===== src/rtl/pixrow_pkg.sv =====
package pixrow_pkg;
  typedef enum logic [2:0] {
    PH_IDLE    = 3'd0,
    PH_SETTLE  = 3'd1,
    PH_SAMP1   = 3'd2,
    PH_CLEAR   = 3'd3,
    PH_SAMP2   = 3'd4,
    PH_RELEASE = 3'd5
  } phase_e;
endpackage


===== src/rtl/pixrow_cfg_shadow.sv =====
module pixrow_cfg_shadow #(
  parameter int IDX_W = 12,
  parameter int PH_W  = 8
) (
  input  logic             clk,
  input  logic             rst_n,
  input  logic             load_en,
  input  logic             in_cont,
  input  logic             in_dbl,
  input  logic [IDX_W-1:0] in_last,
  input  logic [PH_W-1:0]  in_t_on,
  input  logic [PH_W-1:0]  in_t_samp,
  input  logic [PH_W-1:0]  in_t_clr,
  input  logic [PH_W-1:0]  in_t_off,
  output logic             q_cont,
  output logic             q_dbl,
  output logic [IDX_W-1:0] q_last,
  output logic [PH_W-1:0]  q_t_on,
  output logic [PH_W-1:0]  q_t_samp,
  output logic [PH_W-1:0]  q_t_clr,
  output logic [PH_W-1:0]  q_t_off
);
  // capture only while the sequencer is idle
  always_ff @(posedge clk or negedge rst_n) begin
    if (!rst_n) begin
      q_cont   <= 1'b0;
      q_dbl    <= 1'b0;
      q_last   <= '0;
      q_t_on   <= '0;
      q_t_samp <= '0;
      q_t_clr  <= '0;
      q_t_off  <= '0;
    end else if (load_en) begin
      q_cont   <= in_cont;
      q_dbl    <= in_dbl;
      q_last   <= in_last;
      q_t_on   <= in_t_on;
      q_t_samp <= in_t_samp;
      q_t_clr  <= in_t_clr;
      q_t_off  <= in_t_off;
    end
  end
endmodule


===== src/rtl/pixrow_step_fsm.sv =====
module pixrow_step_fsm
  import pixrow_pkg::*;
#(
  parameter int IDX_W = 12,
  parameter int PH_W  = 8
) (
  input  logic             clk,
  input  logic             rst_n,
  input  logic             start,
  input  logic             stop,
  input  logic             cont,
  input  logic             dbl,
  input  logic [IDX_W-1:0] last_row,
  input  logic [PH_W-1:0]  t_on,
  input  logic [PH_W-1:0]  t_samp,
  input  logic [PH_W-1:0]  t_clr,
  input  logic [PH_W-1:0]  t_off,
  output phase_e           phase,
  output logic [IDX_W-1:0] row,
  output logic             frame_done,
  output logic             busy
);
  phase_e            phase_q, phase_d;
  logic [PH_W-1:0]   cnt_q, cnt_d;
  logic [IDX_W-1:0]  row_q, row_d;
  logic              fd_q, fd_d;
  logic              pend_q, pend_d;
  logic [PH_W-1:0]   len_sel, len_lim;
  logic              phase_end, stop_req, last_step, run_en;
  logic [IDX_W:0]    step_w, next_row_w;

  // phase length selection; a programmed 0 acts as 1 cycle
  always_comb begin
    unique case (phase_q)
      PH_SETTLE:           len_sel = t_on;
      PH_SAMP1, PH_SAMP2:  len_sel = t_samp;
      PH_CLEAR:            len_sel = t_clr;
      PH_RELEASE:          len_sel = t_off;
      default:             len_sel = '0;
    endcase
    len_lim = (len_sel == '0) ? '0 : len_sel - PH_W'(1);
  end

  assign phase_end  = (cnt_q == len_lim);
  assign stop_req   = stop | pend_q;
  assign step_w     = dbl ? (IDX_W+1)'(2) : (IDX_W+1)'(1);
  assign next_row_w = {1'b0, row_q} + step_w;
  assign last_step  = (next_row_w > {1'b0, last_row});
  assign run_en     = (phase_q != PH_IDLE) | start;

  always_comb begin
    phase_d = phase_q;
    cnt_d   = cnt_q + PH_W'(1);
    row_d   = row_q;
    fd_d    = 1'b0;
    pend_d  = pend_q;
    if (phase_q == PH_IDLE) begin
      cnt_d  = '0;
      pend_d = 1'b0;
      if (start) begin
        phase_d = PH_SETTLE;
        row_d   = '0;
      end
    end else begin
      if (stop) pend_d = 1'b1;
      if (phase_end) begin
        cnt_d = '0;
        unique case (phase_q)
          PH_SETTLE: phase_d = PH_SAMP1;
          PH_SAMP1:  phase_d = PH_CLEAR;
          PH_CLEAR:  phase_d = PH_SAMP2;
          PH_SAMP2:  phase_d = PH_RELEASE;
          default: begin
            if (last_step) begin
              fd_d = 1'b1;
              if (cont && !stop_req) begin
                phase_d = PH_SETTLE;
                row_d   = '0;
              end else begin
                phase_d = PH_IDLE;
              end
            end else if (stop_req) begin
              phase_d = PH_IDLE;
            end else begin
              phase_d = PH_SETTLE;
              row_d   = next_row_w[IDX_W-1:0];
            end
          end
        endcase
      end
    end
  end

  always_ff @(posedge clk or negedge rst_n) begin
    if (!rst_n) begin
      phase_q <= PH_IDLE;
      cnt_q   <= '0;
      row_q   <= '0;
      fd_q    <= 1'b0;
      pend_q  <= 1'b0;
    end else begin
      fd_q <= fd_d;
      if (run_en) begin
        phase_q <= phase_d;
        cnt_q   <= cnt_d;
        row_q   <= row_d;
        pend_q  <= pend_d;
      end
    end
  end

  assign phase      = phase_q;
  assign row        = row_q;
  assign frame_done = fd_q;
  assign busy       = (phase_q != PH_IDLE);

  // first sample is entered only from the settle phase
  assert_sample_order_R2: assert property (@(posedge clk) disable iff (!rst_n)
    (phase_q == PH_SAMP1 && $past(phase_q) != PH_SAMP1) |-> ($past(phase_q) == PH_SETTLE));
  // clear is entered only from the first sample
  assert_clear_order_R2: assert property (@(posedge clk) disable iff (!rst_n)
    (phase_q == PH_CLEAR && $past(phase_q) != PH_CLEAR) |-> ($past(phase_q) == PH_SAMP1));
  // frame_done is a single-cycle pulse
  assert_done_pulse_R7: assert property (@(posedge clk) disable iff (!rst_n)
    fd_q |=> !fd_q);
  // paired steps always start on an even row
  assert_pair_even_R5: assert property (@(posedge clk) disable iff (!rst_n)
    (busy && dbl) |-> !row_q[0]);
endmodule


===== src/rtl/pixrow_line_drive.sv =====
module pixrow_line_drive
  import pixrow_pkg::*;
#(
  parameter int N_ROWS = 64,
  parameter int IDX_W  = 12
) (
  input  logic              clk,
  input  logic              rst_n,
  input  phase_e            phase,
  input  logic [IDX_W-1:0]  row,
  input  logic              dbl,
  input  logic [IDX_W-1:0]  last_row,
  output logic [N_ROWS-1:0] gate,
  output logic [N_ROWS-1:0] clear,
  output logic              samp1,
  output logic              samp2
);
  logic           gate_on, clr_on;
  logic [IDX_W:0] row_w, partner_w;

  assign gate_on   = (phase == PH_SETTLE) | (phase == PH_SAMP1) |
                     (phase == PH_CLEAR)  | (phase == PH_SAMP2);
  assign clr_on    = (phase == PH_CLEAR);
  assign samp1     = (phase == PH_SAMP1);
  assign samp2     = (phase == PH_SAMP2);
  assign row_w     = {1'b0, row};
  assign partner_w = row_w + (IDX_W+1)'(1);

  for (genvar i = 0; i < N_ROWS; i++) begin : g_line
    localparam logic [IDX_W:0] IDX_I = (IDX_W+1)'(i);
    logic sel;
    assign sel      = (row_w == IDX_I) |
                      (dbl & (partner_w == IDX_I) & (IDX_I <= {1'b0, last_row}));
    assign gate[i]  = gate_on & sel;
    assign clear[i] = clr_on & sel;
  end

  // one row, or one row pair, gated at a time
  assert_single_gate_R3: assert property (@(posedge clk) disable iff (!rst_n)
    !dbl |-> $onehot0(gate));
  assert_pair_gate_R3: assert property (@(posedge clk) disable iff (!rst_n)
    $countones(gate) <= 2);
  // clear only inside a gate that was already held
  assert_clear_in_gate_R4: assert property (@(posedge clk) disable iff (!rst_n)
    (|clear) |-> ((gate == $past(gate)) && ((clear & ~gate) == '0)));
endmodule


===== src/rtl/pixrow_seq_top.sv =====
module pixrow_seq_top
  import pixrow_pkg::*;
#(
  parameter int N_ROWS = 64,
  parameter int IDX_W  = 12,
  parameter int PH_W   = 8
) (
  input  logic              clk,
  input  logic              rst_n,
  input  logic              start,
  input  logic              stop,
  input  logic              cont_mode,
  input  logic              dbl_mode,
  input  logic [IDX_W-1:0]  cfg_last_row,
  input  logic [PH_W-1:0]   cfg_t_on,
  input  logic [PH_W-1:0]   cfg_t_samp,
  input  logic [PH_W-1:0]   cfg_t_clr,
  input  logic [PH_W-1:0]   cfg_t_off,
  output logic [N_ROWS-1:0] gate,
  output logic [N_ROWS-1:0] clear,
  output logic              samp1,
  output logic              samp2,
  output logic [IDX_W-1:0]  row_idx,
  output logic              busy,
  output logic              frame_done
);
  logic [1:0]       rs_q;
  logic             rst_int_n;
  logic             sh_cont, sh_dbl;
  logic [IDX_W-1:0] sh_last;
  logic [PH_W-1:0]  sh_on, sh_samp, sh_clr, sh_off;
  phase_e           phase;
  logic             busy_i;

  // asynchronous assertion, synchronous release
  always_ff @(posedge clk or negedge rst_n) begin
    if (!rst_n) rs_q <= '0;
    else        rs_q <= {rs_q[0], 1'b1};
  end
  assign rst_int_n = rs_q[1];

  pixrow_cfg_shadow #(.IDX_W(IDX_W), .PH_W(PH_W)) u_cfg (
    .clk(clk), .rst_n(rst_int_n), .load_en(!busy_i),
    .in_cont(cont_mode), .in_dbl(dbl_mode), .in_last(cfg_last_row),
    .in_t_on(cfg_t_on), .in_t_samp(cfg_t_samp), .in_t_clr(cfg_t_clr), .in_t_off(cfg_t_off),
    .q_cont(sh_cont), .q_dbl(sh_dbl), .q_last(sh_last),
    .q_t_on(sh_on), .q_t_samp(sh_samp), .q_t_clr(sh_clr), .q_t_off(sh_off)
  );

  pixrow_step_fsm #(.IDX_W(IDX_W), .PH_W(PH_W)) u_fsm (
    .clk(clk), .rst_n(rst_int_n), .start(start), .stop(stop),
    .cont(sh_cont), .dbl(sh_dbl), .last_row(sh_last),
    .t_on(sh_on), .t_samp(sh_samp), .t_clr(sh_clr), .t_off(sh_off),
    .phase(phase), .row(row_idx), .frame_done(frame_done), .busy(busy_i)
  );

  pixrow_line_drive #(.N_ROWS(N_ROWS), .IDX_W(IDX_W)) u_drv (
    .clk(clk), .rst_n(rst_int_n), .phase(phase), .row(row_idx),
    .dbl(sh_dbl), .last_row(sh_last),
    .gate(gate), .clear(clear), .samp1(samp1), .samp2(samp2)
  );

  assign busy = busy_i;

  // strobes exclusive; second sample follows a clear phase
  assert_strobe_excl_R11: assert property (@(posedge clk) disable iff (!rst_int_n)
    !(samp1 && samp2));
  assert_samp2_after_clear_R11: assert property (@(posedge clk) disable iff (!rst_int_n)
    $rose(samp2) |-> $past(|clear));
endmodule


===== config.mk =====
export PLATFORM = sky130hd
export DESIGN_NAME = pixrow_seq_top
export DESIGN_NICKNAME = d
export VERILOG_FILES = /design/src/rtl/pixrow_pkg.sv /design/src/rtl/pixrow_cfg_shadow.sv /design/src/rtl/pixrow_step_fsm.sv /design/src/rtl/pixrow_line_drive.sv /design/src/rtl/pixrow_seq_top.sv
export SDC_FILE = /design/constraint.sdc
export NUM_CORES = 1
export LEC_CHECK = 0
export ABC_AREA = 1
export BUFFER_PORTS_ARGS = -buffer_cell sky130_fd_sc_hd__buf_4
export CELL_PAD_IN_SITES_DETAIL_PLACEMENT = 2
export CELL_PAD_IN_SITES_GLOBAL_PLACEMENT = 2
export CORE_AREA = 5 5 163 165
export DETAILED_ROUTE_END_ITERATION = 8
export DIE_AREA = 0 0 168 170
export GPL_TIMING_DRIVEN = 0
export PLACE_DENSITY_LB_ADDON = 0.1
export SLEW_MARGIN = 20
export SYNTH_ARGS = -nofsm -noshare
export SYNTH_HDL_FRONTEND = slang
export SYNTH_SLANG_ARGS = --single-unit

===== constraint.sdc =====
create_clock -name clk -period 2.91 [get_ports clk]
set_input_delay 0.4365 -clock clk [delete_from_list [all_inputs] [get_ports clk]]
set_output_delay 0.4365 -clock clk [all_outputs]
set_load 0.005 [all_outputs]

**Word-level counts from Yosys, hierarchy flattened**

Cells that the tools add are included.
Widths: inputs -> output; s select.

- Div/mod/pow operators: 0
- Magnitude comparators: 64
- Shift operators: 0
- Muxes and demuxes: 25
- Reduce and logical (&&, ||, !) cells: 14
- Equal/unequal tests: 136
- $add $sub $neg: 4
- Multipliers: 0
- Bitwise logic cells: 324

Operators with widths:

| cell | number |
|---|---|
| $eq 13x6->1 const B | 32 |
| $eq 12x6->1 const B | 32 |
| $le 6x12->1 const A | 32 |
| $and 1x1->1 | 255 |
| $eq 13x5->1 const B | 16 |
| $eq 12x5->1 const B | 16 |
| $le 5x12->1 const A | 16 |
| $eq 13x4->1 const B | 8 |
| $eq 12x4->1 const B | 8 |
| $le 4x12->1 const A | 8 |
| $mux 12 | 7 |
| $or 1x1->1 | 69 |
| $eq 13x3->1 const B | 4 |
| $eq 12x3->1 const B | 4 |
| $le 3x12->1 const A | 4 |
| $pmux 8 s4 | 1 |
| $eq 13x2->1 const B | 2 |
| $logic_not 13->1 | 2 |
| $eq 12x2->1 const B | 2 |
| $le 2x12->1 const A | 2 |
| $mux 8 | 3 |
| $add 12x1->13 const B | 1 |
| $add 12x13->13 | 1 |
| $eq 13x1->1 const B | 1 |
| other kinds (27) | 41 |

- Output and inout bits: 144
- Bits in latches: 0
- Bits in read-only memories: 0
- Bits of input ports: 50
- Memories kept: 0
- Register bits: 73
- Memory bits (writable): 0
- Word-level logic and storage cells: 580

**Longest topological paths before layout**

- Depth after elaboration: 8
- Gate-level depth with buffers: 22
- Gate-level depth less buffers: 20

**Modules after synthesis**

Synthesis repeated with hierarchy kept, for this count alone.

- Cells, all modules: 1,220
- Area total of the unflattened synthesis: 7,340.8 um^2

Modules (own cells, without submodules):

| module | instances | sequential area each (um^2) | area each (um^2) | cells each |
|---|---|---|---|---|
| pixrow_line_drive | 1 | 0.0 | 2,850.2 | 617 |
| pixrow_step_fsm | 1 | 625.6 | 2,643.8 | 405 |
| pixrow_cfg_shadow | 1 | 1,151.1 | 1,789.2 | 194 |
| pixrow_seq_top | 1 | 50.0 | 57.6 | 4 |

**Worst setup path after synthesis**

OpenSTA, ideal clock, no wires.

- Path type: register to register
- Start point: register u_cfg.q_dbl
- End point: register u_fsm.row_q[8], in the netlist u_fsm.row[8]
- Arrival: 3,122 ps
- Path buffers: 1
- Stages on the path, launching flop included: 20
- Path slack: -279 ps
- Data required time: 2,844 ps
- Library setup time: 66 ps
- Clock period less this slack: 3,189 ps
- Path through: dfrtp_1 > clkinv_1 > ha_1 > fa_1 > nand2_1 > nor2_1 > xor2_1 > ha_1 > a21oi_1 > nor2_1 > a211oi_1 > nor2_1 > nor2_1 > nand2_1 > nand2_1 > nand4_1 > inv_1 > clkbuf_1 > nand4_1 > nand2_1

- Longest elaborated chain between the ends: 7
- Elaborated cells on any way between the ends: 11
- Those cells by class: add/sub (1); order compare (1); eq/ne (2); mux (6); reduce/logical (1)

Ends and longest elaborated chain:

| element | line | source |
|---|---|---|
| start: declaration | pixrow_cfg_shadow.sv:16 | `output logic q_dbl,` |
| start signal: assignment | pixrow_cfg_shadow.sv:35 | `q_dbl <= in_dbl;` |
| $mux 2 * | pixrow_step_fsm.sv:46 | `assign step_w = dbl ? (IDX_W+1)'(2) : (IDX_W+1)'(1);` |
| $add 12x13->13 * | pixrow_step_fsm.sv:47 | `assign next_row_w = {1'b0, row_q} + step_w;` |
| $gt 13x12->1 or $mux 12 (tied branches) | pixrow_step_fsm.sv:48, pixrow_step_fsm.sv:82 |  |
| $mux 12 | pixrow_step_fsm.sv:74 | `if (last_step) begin` |
| $mux 12 | pixrow_step_fsm.sv:68 | `unique case (phase_q)` |
| $mux 12 | pixrow_step_fsm.sv:66 | `if (phase_end) begin` |
| $mux 12 | pixrow_step_fsm.sv:57 | `if (phase_q == PH_IDLE) begin` |
| end signal: assignment | pixrow_step_fsm.sv:106 | `row_q <= row_d;` |
| end: declaration | pixrow_step_fsm.sv:25 | `logic [IDX_W-1:0] row_q, row_d;` |

Mark *: on every way between the ends. The rest lies on a longest branch, timed or not. The select of a mux whose other input is x is not followed.
A chain may end at the register's enable or synchronous reset.

**Final worst setup path**

- Start point: register u_fsm.row_q[4], in the netlist u_fsm.row[4]
- End point: register u_fsm.row_q[3], in the netlist u_fsm.row[3]

- Longest elaborated chain between the ends: 6
- Elaborated cells on any way between the ends: 9
- Those cells by class: add/sub (1); order compare (1); eq/ne (2); mux (4); reduce/logical (1)

Ends and longest elaborated chain:

| element | line | source |
|---|---|---|
| $add 12x13->13 * | pixrow_step_fsm.sv:47 |  |
| $gt 13x12->1 * | pixrow_step_fsm.sv:48 | `assign last_step = (next_row_w > {1'b0, last_row});` |
| $mux 12 | pixrow_step_fsm.sv:74 |  |
| $mux 12 | pixrow_step_fsm.sv:68 |  |
| $mux 12 | pixrow_step_fsm.sv:66 |  |
| $mux 12 | pixrow_step_fsm.sv:57 |  |

Marked as above.

==> impl_results.md <==
- Gp weighted congestion: 0.9274
- Initial Util: around a quarter
- Hold path start: cfg_t_on[3]
- Share of layout cells above drive strength 1: 47.14%
- Ranking of synthesized cells by area: dfrtp_1 (28%), nand2_1 (15%), a21oi_1 (9.1%)
- Power per cell area: 890.3 nW/um^2
- Routed Antenna Nets: 0
- Worst R2R Setup Slack: -0.63 ns
- Syn Nets: 1109
- Worst EP arrival: 3.77 ns
- Drt total wl: 42.70 mm
- Placeable core area: between 20000 and 25000 um^2
- CP max FO: 5
- Pre-antenna DRT Iters: 5
- Reg2reg start: u_fsm.row[4]$_DFFE_PN0P_
- Setup slack after layout: -0.6284 ns
- Syn avg cell area: ~6.3 um^2
- DR iter-0 viols: 401
- Via count: about 9300
- Die Y-Extent: between 150 and 200 um
- Port bufs: 193
- Most common library cells after synthesis: nand2_1 (260), a21oi_1 (120), nor2_1 (98)
- Maximum root-to-sink buffer count: 2
- Pre-CTS worst setup slack: -1.014 ns
- Sequential area share after synthesis: roughly 28%
- Antenna diodes: 0
- Synthesized cell area: about 6600 um^2
- WS Path Type: reg -> reg
- Unrepaired setup endpoints after global routing: yes
- Post-Synthesis Cells: roughly 1000
- Max-Cap Viols: 0
- WHS Endpoint: u_cfg.q_t_on[3]$_DFFE_PN0N_
- Nets@finish: between 1000 and 1500
- CP Launch Type: register
- Final hold slack: around 0.28 ns
- WL per Instance: around 25 um
- Die Span X: 168 um
- Number of remaining DRC errors: 0
- Die ar.: between 20000 and 30000 um^2
- Share of the synthesized area in the top cell type: 27.79%
- Synthesized flop and latch total: 73
- Final min period: ~3.5 ns
- Skew final: about 0.016 ns
- Yosys warnings: 0
- Fmax achieved: approximately 280 MHz
- H-tree depth: 3
- Post-synth cell types: 44
- Setup-failing EPs final: 140
- Max rail drop VDD: 0.4511 mV
- Vias in the first global route: 9655
- R2r endpoint: u_fsm.row[3]$_DFFE_PN0P_
- Slew @ Worst Pin: ~0.91 ns
- CTS buffer count: 9
- Hold path depth: 3
- Slew Limit Fails: 0
- Tcrit/Tclk final: 121.6%
- First-pass GRT wire length: 57.54 mm
- HPWL Detailed: around 27 mm
- Failing checks: negative setup slack
- Via density: around 5.5
- Layout area overhead: 72.53%
- Fin. Hold Viols: 0
- Ys async rst share: 100.0%
- CTS tree: done
- Clk root buf: clkbuf_16
- Static Leak: 0.004984 uW
- Setup TNS: -61.66 ns
- Worst rel slew slack: 39.02%
- GRT Util Overall: between 20 and 30%
- # placed instances: ~1600
- Post-synth top area cell: dfrtp_1
- I/O pin cnt: between 150 and 200
- Crit. End Element: register
- Clk Latency, worst-skew pair: approximately 0.35 ns
- Worst hold path class: in -> reg
- GRT overflow: 0
- CP required: roughly 3.1 ns
- Num rows: 58
- Clock-pin slew on the worst setup and hold paths: 0.07 ns
- Status: finished, violations left
- Pin count of the biggest net entering global routing: 37
- CTS sink cnt: 73
- Final Instance Count excl. Fillers: about 1700
- Path depth of the worst reg2reg path: 17
- Post-synth EDFFs: 0
- Initial antenna violation count: 0
- Top_reg_cell synth: dfrtp_1
- Most frequent cell after synthesis: nand2_1
[how the worst max path moves through the flow]
stage,start,endpoint,slack [ns],cells past startpoint
finish,u_fsm.row[4]$_DFFE_PN0P_,u_fsm.row[3]$_DFFE_PN0P_,-0.63,17
global route,u_fsm.row[4]$_DFFE_PN0P_,gate[52],-0.72,12
CTS,u_cfg.q_dbl$_DFFE_PN0N_,u_fsm.row[1]$_DFFE_PN0P_,-0.29,19
detailed placement,u_fsm.row[1]$_DFFE_PN0P_,gate[9],-1.01,11
global placement,u_fsm.row[1]$_DFFE_PN0P_,gate[12],-0.95,11
floorplan,u_cfg.q_dbl$_DFFE_PN0N_,u_fsm.row[1]$_DFFE_PN0P_,0.004,18
[cells by family after synthesis]
kind of cell / share of synthesized area (%)
buf+inv: 9.690
fa+ha+maj: 3.541
xor+xnor: 2.399
compound gates: 17.40
other cells: 0.05706
simple gates: 39.12
flops: 27.79
[registers in the layout, indices dropped and copies added, names as in the netlist, 2 cells and up, named ones only]
register        flops
u_cfg.q_last       12
rs_q                2
u_fsm.phase         2
u_fsm.row          12
u_cfg.q_t_on        8
u_cfg.q_t_samp      8
u_fsm.cnt_q         8
u_cfg.q_t_off       8
u_cfg.q_t_clr       8
[critical path, cell delays in order (launching register included)]
cell	delay (ns)
dfrtp_2	0.48
clkinvlp_4	0.19
nor3_4	0.28
buf_4	0.17
buf_4	0.12
nand2_4	0.07
nor2_2	0.13
xor2_1	0.30
ha_1	0.32
nand4_1	0.16
nor2_1	0.09
nor2_1	0.14
nand2_2	0.10
a311oi_2	0.32
nand2_2	0.21
buf_6	0.19
nand2_4	0.07
nand2_2	0.06
[metal layers]
layer / global-route usage [%] / vias to the layer above / wire length, um
met4: 9.280 / 0 / 1714
met5: 0 / - / 0
met1: 32.91 / 4691 / 17940
li1: - / 4116 / -
met3: 4.623 / 116 / 2125
met2: 43.12 / 366 / 20920
[metrics by stage]
step                util, %  instance area, um^2  total power, uW
floorplan                 -                 6591             5302
global placement      33.96                 8453             7015
detailed placement    34.06                 8477             7168
CTS                   41.00                10210             8996
global route          45.56                11340            10780
finish                45.56                11340            10100
[cells in the final DEF (no fill, tap or decap), types with 5 or more instances in the layout]
master / synthesis / routed
and2_1: 18 / 9
xor2_2: 0 / 6
nor3_4: 0 / 8
o2111ai_4: 0 / 7
o21ai_4: 0 / 5
buf_4: 3 / 253
inv_1: 97 / 87
o21ai_2: 0 / 7
clkbuf_2: 0 / 11
ha_1: 17 / 10
clkbuf_16: 0 / 9
o21ai_0: 54 / 45
nand2_1: 260 / 228
nand3_2: 1 / 13
xor2_1: 17 / 11
a21oi_2: 0 / 71
dfrtp_2: 0 / 14
a21oi_1: 120 / 45
nor3_2: 1 / 5
nand2_4: 2 / 11
and2_4: 0 / 9
nand3_1: 61 / 33
dfrtp_1: 73 / 58
buf_12: 0 / 5
nand4_1: 71 / 71
nand2_2: 5 / 27
o211ai_1: 5 / 5
clkbuf_4: 0 / 5
inv_2: 7 / 12
nand3_4: 0 / 16
nor2_2: 14 / 22
ha_4: 0 / 5
clkbuf_1: 37 / 18
nor2_1: 98 / 66
buf_6: 3 / 45
o22ai_1: 6 / 6
nor2_4: 5 / 29
nor3_1: 20 / 8
[repair_timing]
item / in CTS / in global routing
hold buffers: 1 / 0
endpoints found under the setup margin: 152 / 152
resized for setup: 238 / 201
endpoints found under the hold margin: 2 / 0
pin swaps: 61 / 87
cloned: 4 / 2
setup buffers: 52 / 39
[power breakdown]
part           switching (uW)  internal [uW]  leakage [uW]  total (uW)
combinational            4900           2190       0.00394        7090
clock                     534            681      0.000145        1210
sequential                378           1410      0.000900        1790
total                    5810           4280       0.00498       10100
[area by class of cell]
cell class	instances	area, um^2
Timing Repair Buffer	292	2385
Sequential cell	73	1848
Multi-Input combinational cell	810	5638
Inverter	105	416.7
Buffer	51	331.6
Tap cell	330	412.9
Clock buffer	9	225.2
Fill cell	2776	13550
Clock inverter	7	82.58
No activity file was read; power rests on OpenSTA's default activity.
